$ cat src/rtl/rx_char_buffer.sv
module rx_char_buffer #(
  parameter int DATA_W = 8,
  parameter int DEPTH  = 3
) (
  input  logic              clk,
  input  logic              rst_n,
  input  logic              char_valid,
  input  logic [DATA_W-1:0] char_data,
  input  logic              char_brk,
  input  logic              char_fe,
  input  logic              char_pe,
  input  logic              rd_en,
  input  logic              clr_err,
  output logic [DATA_W-1:0] rd_data,
  output logic              head_brk,
  output logic              head_fe,
  output logic              head_pe,
  output logic              rx_ready,
  output logic              fifo_full,
  output logic              overrun
);
  localparam int EW = DATA_W + 3;
  localparam int PW = (DEPTH > 1) ? $clog2(DEPTH) : 1;
  localparam int CW = $clog2(DEPTH + 1);
  localparam logic [CW-1:0] FULLC = CW'(DEPTH);
  localparam logic [PW-1:0] LASTP = PW'(DEPTH - 1);

  logic [EW-1:0] mem [DEPTH];
  logic [PW-1:0] wr_ptr, rd_ptr;
  logic [CW-1:0] count, cnt_p;
  logic [EW-1:0] hold_q, in_entry, push_entry;
  logic          hold_valid;
  logic          pop, room, hold_mv, direct, push, hold_load, ovr_hit;

  function automatic logic [PW-1:0] nxt(input logic [PW-1:0] p);
    return (p == LASTP) ? '0 : p + 1'b1;
  endfunction

  assign in_entry   = {char_brk, char_fe, char_pe, char_data};
  assign pop        = rd_en && (count != '0);
  assign cnt_p      = count - CW'(pop);
  assign room       = cnt_p < FULLC;
  assign hold_mv    = hold_valid && room;
  assign direct     = char_valid && !hold_valid && room;
  assign push       = hold_mv || direct;
  assign push_entry = hold_valid ? hold_q : in_entry;
  assign hold_load  = char_valid && !direct;
  assign ovr_hit    = char_valid && hold_valid && !room;

  assign rx_ready  = (count != '0);
  assign fifo_full = (count == FULLC);
  assign {head_brk, head_fe, head_pe} = rx_ready ? mem[rd_ptr][EW-1:DATA_W] : 3'b000;

  always_ff @(posedge clk or negedge rst_n) begin
    if (!rst_n) begin
      wr_ptr     <= '0;
      rd_ptr     <= '0;
      count      <= '0;
      hold_valid <= 1'b0;
      hold_q     <= '0;
      rd_data    <= '0;
      overrun    <= 1'b0;
      for (int i = 0; i < DEPTH; i++) mem[i] <= '0;
    end else begin
      if (pop) begin
        rd_data <= mem[rd_ptr][DATA_W-1:0];
        rd_ptr  <= nxt(rd_ptr);
      end
      if (push) begin
        mem[wr_ptr] <= push_entry;
        wr_ptr      <= nxt(wr_ptr);
      end
      count <= cnt_p + CW'(push);
      if (hold_load) begin
        hold_valid <= 1'b1;
        hold_q     <= in_entry;
      end else if (hold_mv) begin
        hold_valid <= 1'b0;
      end
      if (ovr_hit)      overrun <= 1'b1;
      else if (clr_err) overrun <= 1'b0;
    end
  end

  p_hold_needs_full_r3: assert property (@(posedge clk) disable iff (!rst_n)
    hold_valid |-> fifo_full);
  p_full_kept_r3: assert property (@(posedge clk) disable iff (!rst_n)
    (hold_valid && rd_en) |=> fifo_full);
  p_overrun_set_r4: assert property (@(posedge clk) disable iff (!rst_n)
    (char_valid && hold_valid && !rd_en) |=> overrun);
  p_overrun_sticky_r5: assert property (@(posedge clk) disable iff (!rst_n)
    (overrun && !clr_err) |=> overrun);
  p_ready_on_char_r6: assert property (@(posedge clk) disable iff (!rst_n)
    char_valid |=> rx_ready);
  p_empty_read_r8: assert property (@(posedge clk) disable iff (!rst_n)
    (rd_en && !rx_ready && !char_valid) |=> ($stable(rd_data) && !rx_ready));
  p_head_quiet_r9: assert property (@(posedge clk) disable iff (!rst_n)
    !rx_ready |-> !(head_brk || head_fe || head_pe));
endmodule

$ cat config.mk
export PLATFORM = sky130hd
export DESIGN_NAME = rx_char_buffer
export DESIGN_NICKNAME = d
export VERILOG_FILES = /design/src/rtl/rx_char_buffer.sv
export SDC_FILE = /design/constraint.sdc
export NUM_CORES = 1
export LEC_CHECK = 0
export CAP_MARGIN = 20
export CORE_MARGIN = 1
export CORE_UTILIZATION = 25
export CTS_CLUSTER_SIZE = 16
export DETAILED_ROUTE_END_ITERATION = 8
export GPL_TIMING_DRIVEN = 0
export PLACE_DENSITY_LB_ADDON = 0.3
export SYNTH_ARGS = -nofsm -noshare
export SYNTH_HDL_FRONTEND = slang
export SYNTH_SLANG_ARGS = --single-unit
$ cat constraint.sdc
create_clock -name clk -period 4.1 [get_ports clk]
set_clock_uncertainty 0.05 [all_clocks]
set_input_delay 0.82 -clock clk [delete_from_list [all_inputs] [get_ports clk]]
set_output_delay 0.82 -clock clk [all_outputs]
set_load 0.005 [all_outputs]
==> key figures <==
Drt
  • Detail Route Antenna Nets: 0
  • Detailed router's first-iteration violation count: 59
  • Routed WL: 6890 um
  • Via/cell ratio: 4.57
  • Drc violations: 0
  • Vias: 1987
  • Wire per inst: 15.8 um
  • DR pass1 iterations: 4

Setup path
  • Slowest stage delay, CP: 460 ps
  • Critical Path Fanout Max: 10
  • Worst EP required: 4250 ps
  • CP arrival: 3400 ps
  • Reg2reg setup slack: 1180 ps
  • Critical path class: in2reg
  • Crit path cell chain: clkdlybuf4s50_1, o21ai_0, clkbuf_1, inv_1, ha_1, xor2_2, a2111oi_2, buf_4, mux2_2
  • Critical Path End Type: register
  • Slowest library cell on the worst path: a2111oi_2
  • Nature of the critical path startpoint: input port

Finish
  • Final Util: 32.4%
  • Finished Layout Cells: 435
  • Fin area: 0.00371 mm^2
  • Layout area overhead: 25.7%
  • Ant diodes: 0
  • Ratio of cells with drive above 1 in the final layout: 24.0%
  • Nets: 305
  • Fillers: 1132

Clocking
  • Clk Latency, worst-skew pair: 330 ps
  • CTS clk-pin slew, worst paths: 50 ps
  • Setup Buffers After CTS: 0
  • H-tree levels: 3
  • Max clock buf depth: 2
  • Hold buffer count at cts: 0
  • TritonCTS Sinks: 60
  • Num CTS Buffers: 9
  • CTS tree: done
  • Post-CTS sizing: 0
  • Clk root buf: clkbuf_16

Timing
  • Max-slew violations: 0
  • Worst-Margin Slew: 776 ps
  • Slew HR: 48.3%
  • Final hold violations: 0
  • Worst setup slack after layout: 857 ps
  • Period utilization: 79.1%
  • Post-route setup TNS: 0 ps
  • Min Hold Slack: 429 ps
  • RSZ-0062 raised after global routing: no
  • Final min period: 3240 ps
  • Peak Freq: 308 MHz
  • Final Setup Violations: 0

Run
  • Max Cap Violations: 0

Power and ir drop
  • Cell area power density: 886 mW/mm^2
  • Share of total power in combinational logic: 44.7%
  • Maximum VDD drop: 0.254 mV
  • Sw Ratio: 34.7%
  • Sequential share of power: 32.6%
  • NetSw: 1.14 mW
  • Pleak: 1.54 nW
  • Internal: 2.15 mW
  • Final Power: 3.29 mW
  • Clock power share: 22.6%

Yosys
  • Main synth FF type: dfrtp_1
  • Post-Syn Instances: 247
  • FF+latch count, synth: 60
  • Yosys Warn Count: 0
  • Register area share after synthesis: 50.9%
  • Synthesized area per cell: 11.9 um^2
  • FFs w/ async S/R, synth: 100%
  • Synth unique cells: 29
  • Mapped cell area: 0.00295 mm^2
  • EDFF count, synth: 0
  • Syn_nets: 265

Global routing
  • Largest net degree at the start of global routing: 61
  • First-pass GRT wire length: 11400 um
  • Vias in the first global route: 2111
  • Initial antenna violation count: 0
  • Congestion Overflow GR: 0
  • Tot GR Track Use: 12.1%

Floorplan
  • Die Area: 0.0122 mm^2
  • IO Pins: 30
  • Die Y: 111 um
  • Initial Util: 25.7%
  • Die Wd: 111 um
  • # rows: 39
  • Core Box Area: 0.0115 mm^2

Place
  • Final GP Congestion: 0.698
  • Placement Cell Area: 0.00342 mm^2
  • Placed cell count: 419
  • Post-DP HPWL: 4650 um
  • Pre-CTS WS: 485 ps
  • PortBufs: 29

Outcome
  • Outcome: finished clean

Min path
  • Hold WC Path Type: reg2reg
## final cells by class
cell class / instances / area [um^2] / area share (%)
buffer: 17 / 81.3 / 2.19
inverter: 7 / 26.3 / 0.708
clock buffer: 10 / 229 / 6.17
sequential: 60 / 1500 / 40.5
tap: 143 / 179 / 4.82
multi-input combinational: 163 / 1340 / 36.2
timing repair buffer: 29 / 288 / 7.75
clock inverter: 6 / 63.8 / 1.72
## power by group through the flow
stage | registers [mW] | clock network, mW | logic [mW]
after detailed placement | 1.08 | 0 | 1.49
after CTS | 1.07 | 0.765 | 1.50
final | 1.07 | 0.744 | 1.47
after global placement | 1.07 | 0 | 1.46
after global routing | 1.11 | 0.785 | 1.63
after floorplan | 1.04 | 0 | 1.05
## sequential cells by signal (all words and copies together) (netlist names)
register,flops
rd_data,8
hold_valid,1
wr_ptr,2
rd_ptr,2
count,2
hold_q,11
mem,33
overrun,1
## cell families (layout without fill, tap and decap cells)
logic type                 after synthesis  count (layout)  share of synthesized area, %
AOI/OAI and AO/OA                       51              51                          12.6
xor gates and xnor gates                 3               3                          1.14
adders and majority gates                3               3                          1.19
buffers and inverters                   24              69                          3.65
DFF                                     60              60                          50.9
muxes                                   56              56                          22.0
and+or+nand+nor                         50              50                          8.48
## per-layer routing
metal | vias to the layer above | wire (um) | global-route usage (%)
li1 | 954 | - | -
met1 | 991 | 3260 | 16.2
met2 | 32 | 3310 | 18.9
met3 | 10 | 211 | 2.90
met4 | 0 | 110 | 4.80
met5 | - | 0 | 0
## synth_stat cells (2+ instances only)
cell type	count	area share (%)
mux2_4	9	4.6
nor2b_1	12	2.5
o211ai_1	11	2.8
ha_1	2	0.85
nor2_1	6	0.76
o21ai_0	21	3.6
nand2b_1	11	2.3
a2bb2oi_1	11	3.3
mux2i_1	11	3.7
buf_4	2	0.51
xnor2_1	2	0.59
inv_1	7	0.89
dfrtp_1	60	51
a21oi_1	2	0.34
mux2_2	36	14
nand2_1	19	2.4
clkbuf_1	12	1.5
buf_2	2	0.34
## critical path, delay by kind of cell
| kind | cells | cell delay [ps] |
|---|---|---|
| buffers and inverters | 4 | 1170 |
| muxes | 1 | 350 |
| AOI/OAI and AO/OA | 2 | 570 |
| adders and majority gates | 1 | 250 |
| xor gates and xnor gates | 1 | 230 |
## cells in the final DEF, fill, tap and decap left out, types with 2 or more instances in the layout
master | synthesis | final
ha_1 | 2 | 2
clkbuf_1 | 12 | 13
clkdlybuf4s50_1 | 0 | 28
dfrtp_1 | 60 | 60
clkinv_2 | 0 | 2
o211ai_1 | 11 | 11
o21ai_0 | 21 | 21
a2bb2oi_1 | 11 | 11
buf_2 | 2 | 2
clkbuf_16 | 0 | 9
nor2b_1 | 12 | 12
nor2_1 | 6 | 6
nand2b_1 | 11 | 11
mux2_2 | 36 | 36
mux2_4 | 9 | 9
inv_1 | 7 | 7
clkinvlp_4 | 0 | 2
nand2_1 | 19 | 19
mux2i_1 | 11 | 11
a21oi_1 | 2 | 2
xnor2_1 | 2 | 2
buf_4 | 2 | 3
## final timing paths
check,startpoint,end,depth (start not counted)
worst max-delay path,rd_en,mem[6],9
worst min-delay path,rd_data[0],rd_data[0],2
worst max register to register,count[1],mem[6],8
worst min register to register,rd_data[0],rd_data[0],2
max in group asynchronous,rst_n,mem[31],1
min in group asynchronous,rst_n,hold_q[0],1
Power figures use the tool's default switching activity.
